### src/rtl/jbuf_pkg.sv
package jbuf_pkg;
  localparam int JB_CW = 13;
  typedef logic [JB_CW-1:0] jb_cnt_t;

  typedef enum logic [1:0] {
    JB_OK    = 2'b00,
    JB_UNDER = 2'b01,
    JB_OVER  = 2'b10
  } jb_state_e;

  // level after one edge given a store and a playout read
  function automatic jb_cnt_t jb_level_step(jb_cnt_t lvl, logic push, logic pop);
    jb_cnt_t r;
    r = lvl;
    if (push && !pop) r = lvl + jb_cnt_t'(1);
    else if (pop && !push) r = lvl - jb_cnt_t'(1);
    return r;
  endfunction

  // ceiling limited to physical storage
  function automatic jb_cnt_t jb_clamp(jb_cnt_t mx, jb_cnt_t depth);
    return (mx > depth) ? depth : mx;
  endfunction

  // threshold/ceiling/packet consistency rule
  function automatic logic jb_cfg_bad(jb_cnt_t thr, jb_cnt_t mx, jb_cnt_t pkt);
    if (thr >= mx) return 1'b1;
    return ((mx - thr) <= pkt);
  endfunction

  // overrun release: one packet of room below the ceiling
  function automatic logic jb_ovr_release(jb_cnt_t lvl, jb_cnt_t mx, jb_cnt_t pkt);
    logic [JB_CW:0] s;
    s = {1'b0, lvl} + {1'b0, pkt};
    return (s < {1'b0, mx});
  endfunction
endpackage

### src/rtl/jb_store.sv
module jb_store #(
  parameter int DEPTH = 256,
  parameter int AW    = $clog2(DEPTH)
) (
  input  logic       clk,
  input  logic       rst_n,
  input  logic       push,
  input  logic [7:0] push_data,
  input  logic       pop,
  input  logic       rd_strobe,
  input  logic [7:0] cond_byte,
  output logic [7:0] rd_data
);
  logic [7:0]    mem [DEPTH];
  logic [AW-1:0] wptr_q, rptr_q;
  logic [7:0]    head_byte;
  logic          armed_q;

  assign head_byte = mem[rptr_q];

  always_ff @(posedge clk) begin
    if (push) mem[wptr_q] <= push_data;
  end

  always_ff @(posedge clk) begin
    if (!rst_n) begin
      wptr_q  <= '0;
      rptr_q  <= '0;
      rd_data <= 8'h00;
      armed_q <= 1'b0;
    end else begin
      armed_q <= 1'b1;
      if (push) wptr_q <= wptr_q + AW'(1);
      if (pop)  rptr_q <= rptr_q + AW'(1);
      if (rd_strobe) rd_data <= pop ? head_byte : cond_byte;
    end
  end


  cond_out_chk: assert property (@(posedge clk) disable iff (!rst_n || !armed_q)
    (rd_strobe && !pop) |=> (rd_data == $past(cond_byte)));


  pop_needs_strobe_chk: assert property (@(posedge clk) disable iff (!rst_n)
    pop |-> rd_strobe);
endmodule

### src/rtl/jb_level_ctrl.sv
module jb_level_ctrl
  import jbuf_pkg::*;
#(
  parameter int DEPTH  = 256,
  parameter int LW     = $clog2(DEPTH + 1),
  parameter int DROP_W = 16
) (
  input  logic              clk,
  input  logic              rst_n,
  input  logic              wr_valid,
  input  logic              rd_strobe,
  input  logic [LW-1:0]     cfg_threshold,
  input  logic [LW-1:0]     cfg_max,
  input  logic [LW-1:0]     cfg_pkt,
  output logic              wr_ready,
  output logic              push,
  output logic              pop,
  output logic [LW-1:0]     level,
  output logic [LW-1:0]     level_nx,
  output jb_state_e         state,
  output logic              filling,
  output logic [DROP_W-1:0] drops
);
  localparam jb_cnt_t DEPTH_C = jb_cnt_t'(DEPTH);

  logic [LW-1:0]     level_q;
  jb_state_e         state_q, state_d;
  logic              filling_q, filling_d;
  logic [DROP_W-1:0] drops_q;
  logic              armed_q;

  jb_cnt_t lvl_w, thr_w, pkt_w, emax_w, lvl_nx_w;
  logic    drop_evt, und_evt, thr_met, ovr_enter, ovr_release;

  assign lvl_w  = jb_cnt_t'(level_q);
  assign thr_w  = jb_cnt_t'(cfg_threshold);
  assign pkt_w  = jb_cnt_t'(cfg_pkt);
  assign emax_w = jb_clamp(jb_cnt_t'(cfg_max), DEPTH_C);

  assign wr_ready    = (state_q != JB_OVER);
  assign push        = wr_valid && wr_ready;
  assign drop_evt    = wr_valid && !wr_ready;
  assign pop         = rd_strobe && !filling_q && (level_q != '0);
  assign und_evt     = rd_strobe && !filling_q && (level_q == '0);
  assign thr_met     = filling_q && (lvl_w >= thr_w);
  assign lvl_nx_w    = jb_level_step(lvl_w, push, pop);
  assign ovr_enter   = (lvl_nx_w >= emax_w);
  assign ovr_release = jb_ovr_release(lvl_nx_w, emax_w, pkt_w);

  always_comb begin
    state_d   = state_q;
    filling_d = filling_q;
    if (und_evt) begin
      state_d   = JB_UNDER;
      filling_d = 1'b1;
    end else if (thr_met) begin
      filling_d = 1'b0;
      if (state_q != JB_OVER) state_d = JB_OK;
    end
    if (state_q == JB_OVER && ovr_release) state_d = JB_OK;
    if (ovr_enter) state_d = JB_OVER;
  end

  always_ff @(posedge clk) begin
    if (!rst_n) begin
      level_q   <= '0;
      state_q   <= JB_OK;
      filling_q <= 1'b1;
      drops_q   <= '0;
      armed_q   <= 1'b0;
    end else begin
      armed_q   <= 1'b1;
      level_q   <= LW'(lvl_nx_w);
      state_q   <= state_d;
      filling_q <= filling_d;
      if (drop_evt) drops_q <= drops_q + DROP_W'(1);
    end
  end

  assign level    = level_q;
  assign level_nx = LW'(lvl_nx_w);
  assign state    = state_q;
  assign filling  = filling_q;
  assign drops    = drops_q;


  level_track_chk: assert property (@(posedge clk) disable iff (!rst_n || !armed_q)
    1'b1 |=> (jb_cnt_t'(level_q) ==
              $past(lvl_w) + jb_cnt_t'($past(push)) - jb_cnt_t'($past(pop))));


  hold_while_filling_chk: assert property (@(posedge clk) disable iff (!rst_n || !armed_q)
    (filling_q && rd_strobe) |=> (jb_cnt_t'(level_q) == $past(lvl_w) + jb_cnt_t'($past(push))));


  underrun_chk: assert property (@(posedge clk) disable iff (!rst_n || !armed_q)
    (rd_strobe && !filling_q && level_q == '0) |=> (state_q == JB_UNDER && filling_q));


  overrun_chk: assert property (@(posedge clk) disable iff (!rst_n || !armed_q)
    (jb_cnt_t'(level_q) >= emax_w) |-> (state_q == JB_OVER && !wr_ready));


  drop_count_chk: assert property (@(posedge clk) disable iff (!rst_n || !armed_q)
    (wr_valid && state_q == JB_OVER) |=> (drops_q == $past(drops_q) + DROP_W'(1)));


  release_chk: assert property (@(posedge clk) disable iff (!rst_n || !armed_q)
    ($past(state_q) == JB_OVER && state_q != JB_OVER)
      |-> jb_ovr_release(jb_cnt_t'(level_q), emax_w, pkt_w));


  level_cap_chk: assert property (@(posedge clk) disable iff (!rst_n)
    jb_cnt_t'(level_q) <= DEPTH_C);
endmodule

### src/rtl/jb_watermark.sv
module jb_watermark #(
  parameter int LW = 9
) (
  input  logic          clk,
  input  logic          rst_n,
  input  logic          clear,
  input  logic [LW-1:0] level_nx,
  output logic [LW-1:0] low,
  output logic [LW-1:0] high
);
  logic [LW-1:0] low_q, high_q;

  always_ff @(posedge clk) begin
    if (!rst_n) begin
      low_q  <= '0;
      high_q <= '0;
    end else if (clear) begin
      low_q  <= level_nx;
      high_q <= level_nx;
    end else begin
      if (level_nx < low_q)  low_q  <= level_nx;
      if (level_nx > high_q) high_q <= level_nx;
    end
  end

  assign low  = low_q;
  assign high = high_q;


  wm_order_chk: assert property (@(posedge clk) disable iff (!rst_n)
    low_q <= high_q);
endmodule

### src/rtl/jbuf_playout_ctrl.sv
module jbuf_playout_ctrl
  import jbuf_pkg::*;
#(
  parameter int DEPTH  = 256,
  parameter int DROP_W = 16,
  localparam int LW    = $clog2(DEPTH + 1),
  localparam int AW    = $clog2(DEPTH)
) (
  input  logic              clk,
  input  logic              rst_n,
  input  logic              wr_valid,
  input  logic [7:0]        wr_data,
  output logic              wr_ready,
  input  logic              rd_strobe,
  output logic [7:0]        rd_data,
  input  logic [LW-1:0]     cfg_threshold,
  input  logic [LW-1:0]     cfg_max,
  input  logic [LW-1:0]     cfg_pkt,
  input  logic [7:0]        cfg_cond_byte,
  input  logic              wm_clear,
  output logic [LW-1:0]     stat_level,
  output logic [1:0]        stat_state,
  output logic              stat_filling,
  output logic [LW-1:0]     stat_min,
  output logic [LW-1:0]     stat_max,
  output logic [DROP_W-1:0] stat_drops,
  output logic              cfg_error
);
  logic          push_w, pop_w;
  logic [LW-1:0] level_w, level_nx_w;
  jb_state_e     state_w;

  jb_level_ctrl #(.DEPTH(DEPTH), .LW(LW), .DROP_W(DROP_W)) u_ctrl (
    .clk           (clk),
    .rst_n         (rst_n),
    .wr_valid      (wr_valid),
    .rd_strobe     (rd_strobe),
    .cfg_threshold (cfg_threshold),
    .cfg_max       (cfg_max),
    .cfg_pkt       (cfg_pkt),
    .wr_ready      (wr_ready),
    .push          (push_w),
    .pop           (pop_w),
    .level         (level_w),
    .level_nx      (level_nx_w),
    .state         (state_w),
    .filling       (stat_filling),
    .drops         (stat_drops)
  );

  jb_store #(.DEPTH(DEPTH), .AW(AW)) u_store (
    .clk       (clk),
    .rst_n     (rst_n),
    .push      (push_w),
    .push_data (wr_data),
    .pop       (pop_w),
    .rd_strobe (rd_strobe),
    .cond_byte (cfg_cond_byte),
    .rd_data   (rd_data)
  );

  jb_watermark #(.LW(LW)) u_wm (
    .clk      (clk),
    .rst_n    (rst_n),
    .clear    (wm_clear),
    .level_nx (level_nx_w),
    .low      (stat_min),
    .high     (stat_max)
  );

  assign stat_level = level_w;
  assign stat_state = state_w;
  assign cfg_error  = jb_cfg_bad(jb_cnt_t'(cfg_threshold), jb_cnt_t'(cfg_max),
                                 jb_cnt_t'(cfg_pkt));


  wm_bounds_chk: assert property (@(posedge clk) disable iff (!rst_n)
    (stat_min <= stat_level) && (stat_level <= stat_max));


  state_legal_chk: assert property (@(posedge clk) disable iff (!rst_n)
    $onehot0(stat_state));
endmodule

### config.mk
export PLATFORM = sky130hd
export DESIGN_NAME = jbuf_playout_ctrl
export DESIGN_NICKNAME = d
export VERILOG_FILES = /design/src/rtl/jbuf_pkg.sv /design/src/rtl/jb_store.sv /design/src/rtl/jb_level_ctrl.sv /design/src/rtl/jb_watermark.sv /design/src/rtl/jbuf_playout_ctrl.sv
export SDC_FILE = /design/constraint.sdc
export NUM_CORES = 2
export LEC_CHECK = 0
export ABC_AREA = 1
export BUFFER_PORTS_ARGS = -buffer_cell sky130_fd_sc_hd__buf_2
export CORE_MARGIN = 2
export CORE_UTILIZATION = 49
export CTS_CLUSTER_DIAMETER = 100
export DETAILED_ROUTE_END_ITERATION = 8
export GPL_TIMING_DRIVEN = 1
export SLEW_MARGIN = 20
export SYNTH_ARGS = -nofsm -noshare
export SYNTH_HDL_FRONTEND = slang
export SYNTH_SLANG_ARGS = --single-unit
### constraint.sdc
create_clock -name clk -period 6 [get_ports clk]
set_clock_uncertainty 0.15 [all_clocks]
set_input_delay 1.2 -clock clk [delete_from_list [all_inputs] [get_ports clk]]
set_output_delay 1.2 -clock clk [all_outputs]
set_load 0.1 [all_outputs]
# Word level (Yosys, flattened, before mapping)
# Memory sizes are Yosys's and may differ from the RTL's. A register that Yosys moved wholly into a read port is not among the register bits.
# Index checks and enable logic that the tools add are counted.
dict set report totals {
  wordCells 74
  in_bits 48
  mem_count 1
  ramBits 2048
  ff_bits 70
}
# memory depth width read_ports rd_ports_with_merged_regs wr line
set mem_list {}
lappend mem_list {u_store.mem 256 8 1 1 1 jb_store.sv:14} ;# logic [7:0] mem [DEPTH];
dict set report classes {
  n_eq_ne 2
  add_sub_neg 7
  bitwise 1
  reduce_logical 25
  n_mux 20
  order_cmp 8
}
# op n
set ops {}
lappend ops {{9-bit 2-to-1 mux} 5}
lappend ops {{13-bit 2-to-1 mux} 2}
lappend ops {{8-bit 2-to-1 mux} 3}
lappend ops {{9-bit >= comparator} 2}
lappend ops {{16-bit by 1-bit adder with 16-bit output, second input constant} 1}
lappend ops {{8-bit by 1-bit adder with 8-bit output, second input constant} 2}
lappend ops {{13-bit by 9-bit adder with 14-bit output} 1}
lappend ops {{14-bit by 13-bit < comparator with 1-bit output} 1}
lappend ops {{13-bit >= comparator} 1}
lappend ops {{13-bit by 9-bit less-or-equal comparator with 1-bit output} 1}
lappend ops {{9-bit by 1-bit adder with 10-bit output, second input constant} 1}
lappend ops {{2-bit 2-to-1 mux} 5}
lappend ops {{9-bit by 1-bit subtractor with 10-bit output, second input constant} 1}
lappend ops {{9-bit by 9-bit subtractor with 10-bit output} 1}
lappend ops {{9-bit > comparator} 1}
lappend ops {{9-bit > comparator, second input constant} 1}
lappend ops {{1-bit logical AND} 9}
lappend ops {{9-bit zero test} 1}
lappend ops {{9-bit < comparator} 1}
lappend ops {{9-bit nonzero test} 1}
lappend ops {{2-bit nonzero test} 4}
lappend ops {{4-bit nonzero test} 2}
lappend ops {{1-bit 2-to-1 mux} 5}
lappend ops {{1-bit zero test} 4}
lappend ops {{other kinds (6)} 7}

# Longest topological paths before layout
dict set report logic_depth {
  ltp_word 11
  depth_mapped 27
  mapped_depth_nobuf 26
}

# Hierarchy
# A second synthesis with hierarchy kept.
dict set report hier_totals {
  cells_unflattened 7810
  area_unflattened_um2 89191.8
}
# module cells_per_inst instances area_each_um2
set by_module_without_submodules {}
lappend by_module_without_submodules {jb_store 7133 1 84496.0}
lappend by_module_without_submodules {jb_level_ctrl 373 1 2607.5}
lappend by_module_without_submodules {jb_watermark 174 1 1340.0}
lappend by_module_without_submodules {jbuf_playout_ctrl 130 1 748.2}

# Least setup slack after synthesis
# No wires, ideal clock.
dict set report synth_path {
  kind {input to output}
  startpoint {input cfg_max[0]}
  endpoint {output cfg_error}
  path_stages 18
  slack_ns 0.634
  arrival_ns 4.016
  required_ns 4.650
  path_cell_list {inv_1 ha_1 inv_1 fa_1 nand3_1 nand3_1 a21o_1 a21oi_1 o211ai_1 xnor2_1 inv_1 ha_1 nand2_1 nor3_1 nand4_1 nand2_1 nand2_1 nand3_1}
}
dict set report synth_between {
  elab_chain_cells 3
  elab_cells_between_ends 5
  classes_between {1 x add/sub; 2 x order compare; 2 x mux}
}
# element line
set synth_rtl {}
lappend synth_rtl {{start, declared} jbuf_playout_ctrl.sv:17} ;# input logic [LW-1:0] cfg_max,
lappend synth_rtl {{9-bit by 9-bit subtractor with 10-bit output / 9-bit >= comparator (equally long branches)} {jbuf_pkg.sv:28, jbuf_pkg.sv:27}}
lappend synth_rtl {{13-bit by 9-bit less-or-equal comparator with 1-bit output / 1-bit 2-to-1 mux (equally long branches)} {jbuf_pkg.sv:28, jbuf_pkg.sv:27}}
lappend synth_rtl {{1-bit 2-to-1 mux (*)} jbuf_pkg.sv:28} ;# return ((mx - thr) <= pkt);
lappend synth_rtl {{end, declared} jbuf_playout_ctrl.sv:27} ;# output logic cfg_error
# Every way passes the cells marked *; elsewhere a longest branch is shown, timed or not.

# Worst setup path in the final report
# Ends and elaborated chain as after synthesis.

==> reports/qor.csv <==
metric,value,unit
number of synthesized flops with an enable pin,2048,
vias in the first global route,56148,
register bit total from synthesis,2126,
P_leak,33.9,nW
CTS HTree Levels,4,
Async SR Flop Fraction,0,%
FMAX,184,MHz
I/O Pins,104,
CTS Buf Count,213,
grt total ovfl,0,
post_cts resized,0,
die height,430,um
final cycle utilization of the critical path,90.5,%
Syn Area/Cell,11.5,um^2
P_sw,0.00914,W
Compound-Gate Fraction of Synth Area,1.08,%
slew margin rel.,26.1,%
die extent in x,430,um
Nets,7771,
Area Growth Syn to Fin,9.98,%
Final Wtd Congestion,0.898,
pin count of the biggest net entering global routing,209,
router iterations before antenna repair,6,
status,finished clean,
Worst setup EP type,output port,
"worst slack, placed",586,ps
"Top FF cell, synth",edfxtp_1,
Yosys cell types,52,
fin. max-slew vios,0,
Sequential Power Share,48.9,%
combinational family with the most area after synthesis,simple AND/OR/NAND/NOR gates,
Starting DRT DRC Count,7765,
Root Buffer,clkbuf_16,
core area,0.180,mm^2
critical path launch point type,input port,
post-DR vias/cell,5.79,
WP data arrival,4080,ps
Critical Path RT,4650,ps
Cell Pwr Density,346,mW/mm^2
register area share after synthesis,71.0,%
hold buffers post-CTS,0,
DRT antenna net count,0,
Post-Syn Instances,7720,
Finished Cell Area,0.0976,mm^2
DP Cell Count,9796,
GRT Overall Usage,26.4,%
clk sink count,2126,
Pint,0.0246,W
crit path time final,5430,ps
Post-Synth Simple-Gate Area,23.0,%
DR vias,59013,
layout cells sized above 1,7.10,%
CP Class,in -> out,
# rows,156,
Die Area,0.185,mm^2
Post-DP Area,0.0910,mm^2
Layout fillers,15379,
number of inserted diodes,0,
worst-margin pin slew,1110,ps
first-pass GRT wire length,366,mm
Skew-Pair Late Insertion Delay,870,ps
initial antenna violation count,8,
Switching Fraction,27.1,%
synthesized cell area,0.0888,mm^2
starting density of the core,49.2,%
Routed WL per cell,24.3,um
adder-cell share of the synthesized area,1.17,%
final worst setup slack,569,ps
register area,0.0631,mm^2
Multi-input gate area,0.0226,mm^2
Max Buffers Root-to-Sink,3,
Post-Synth XOR/XNOR Area,0.268,%
Worst Hold Class,reg -> reg,
Peak VDD IR,0.467,mV
mux cell area share after synthesis,0,%
Syn Nets,7850,
post-detail-place hpwl,140,mm
routed wire length,248,mm
# DRC,0,
CTS tree,done,
Synth Warn #,0,
clock slew at reported path FFs,70,ps
Comb power frac,13.3,%
setup TNS,0,ps
Pwr Total,0.0337,W
RSZ-0062 raised after global routing,false,
Final Hold Fails,0,
IO Port Bufs,103,
# Post-CTS Setup Buffers,0,
Clock power frac,37.8,%
"Cell Count, Final, Fillers Out",10197,
max cap viols,0,
crit-path max FO,3,
Final Setup Violations,0,
final timing paths:
path                     start              end  slack, ps  cells past startpoint
min          u_store.rptr_q[6]             flop        330                      2
min reg2reg  u_store.rptr_q[6]             flop        330                      2
max reg2reg    u_ctrl.level[0]  u_ctrl.state[1]       1130                     25
max                 cfg_max[0]        cfg_error        570                     20
worst max-delay path: stages:
cell      delay (ps)
buf_2            110
inv_1             70
ha_1             160
inv_1             50
fa_1             400
nand3_1          100
nand3_1          110
a21o_1           180
a21oi_1          210
o211ai_1         160
xnor2_1          150
inv_1             70
ha_1             310
nand2_1           60
nor3_1           140
nand4_1          100
nand2_1           90
nand2_1           50
nand3_1          140
buf_12           200
power by group through the flow:
stage	Clock, W	Sequential [W]	Combinational, W
after floorplan	0	0.0172	0.00263
after global placement	0	0.0168	0.00443
after detailed placement	0	0.0168	0.00446
after CTS	0.0129	0.0165	0.00448
after global routing	0.0135	0.0165	0.00490
final	0.0128	0.0165	0.00449
stage by stage:
step                hold slack (ps)  utilization (%)
global placement                290             50.5
global route                    345             54.1
floorplan                       276                -
detailed placement              318             50.5
finish                          329             54.1
CTS                             326             54.1
routing by layer:
layer	up-vias	track usage [%]	part of all wire, %
met4	4	8.35	3.0
li1	27171	-	-
met3	405	4.62	8.1
met2	2447	41.6	47
met5	-	0	0.011
met1	28986	37.6	42
cell usage after synthesis, types with 2 or more instances:
cell type	instances	area share, %
xor2_1	17	0.17
dfxtp_1	78	1.8
nand3_1	2077	12
nor2_4	3	0.038
o211ai_1	8	0.068
buf_1	39	0.16
fa_1	2	0.045
nor3b_1	2	0.017
o21ai_0	49	0.28
o2111ai_1	2	0.020
buf_6	36	0.46
buf_4	11	0.093
inv_2	10	0.042
a21oi_2	8	0.079
ha_1	80	1.1
nor2_1	330	1.4
o21a_1	6	0.051
or2_2	5	0.035
nand2_1	2196	9.3
nand2_2	13	0.092
clkbuf_1	129	0.55
a21oi_1	83	0.47
o21ai_1	3	0.017
clkinv_2	2	0.011
nand4_1	12	0.085
edfxtp_1	2048	69
nor3_1	18	0.10
nor4_1	3	0.021
inv_1	135	0.57
nor3_2	2	0.023
buf_2	282	1.6
nand2_4	4	0.051
xnor2_1	7	0.069
nor2_2	2	0.014
kinds of logic after synthesis:
group                      after synthesis
and+or+nand+nor                       4673
DFF                                   2126
buffers and inverters                  645
AOI/OAI and AO/OA                      169
adders and majority gates               82
xor gates and xnor gates                25
flip-flops by register name, summed over array words and instances (netlist names), named ones only:
| signal | count |
|---|---|
| u_wm.low | 9 |
| u_ctrl.level | 9 |
| u_wm.high | 9 |
| u_store.rd_data | 8 |
| u_store.mem | 2048 |
| u_store.rptr_q | 8 |
| u_ctrl.state | 2 |
| u_ctrl.drops | 16 |
| u_ctrl.filling | 1 |
| u_store.wptr_q | 8 |
area by class of cell:
cell class,count,share of cell area [%]
Clock buffer,279,5.85
Clock inverter,122,0.938
Inverter,148,0.605
Multi-Input combinational cell,4949,23.2
Sequential cell,2126,64.6
Tap cell,2370,3.04
Timing Repair Buffer,203,1.77
cells in the final DEF (no fill, tap or decap), types with 71 or more instances in the layout:
cell type and n:
buf_4 71, a21oi_1 83, edfxtp_1 2048, buf_2 94, nand3_1 2077, nand2_1 2191
inv_1 132, nor2_1 329, clkbuf_16 217, ha_1 80, dfxtp_1 73
Note: power is estimated with default switching activity, not from simulation.
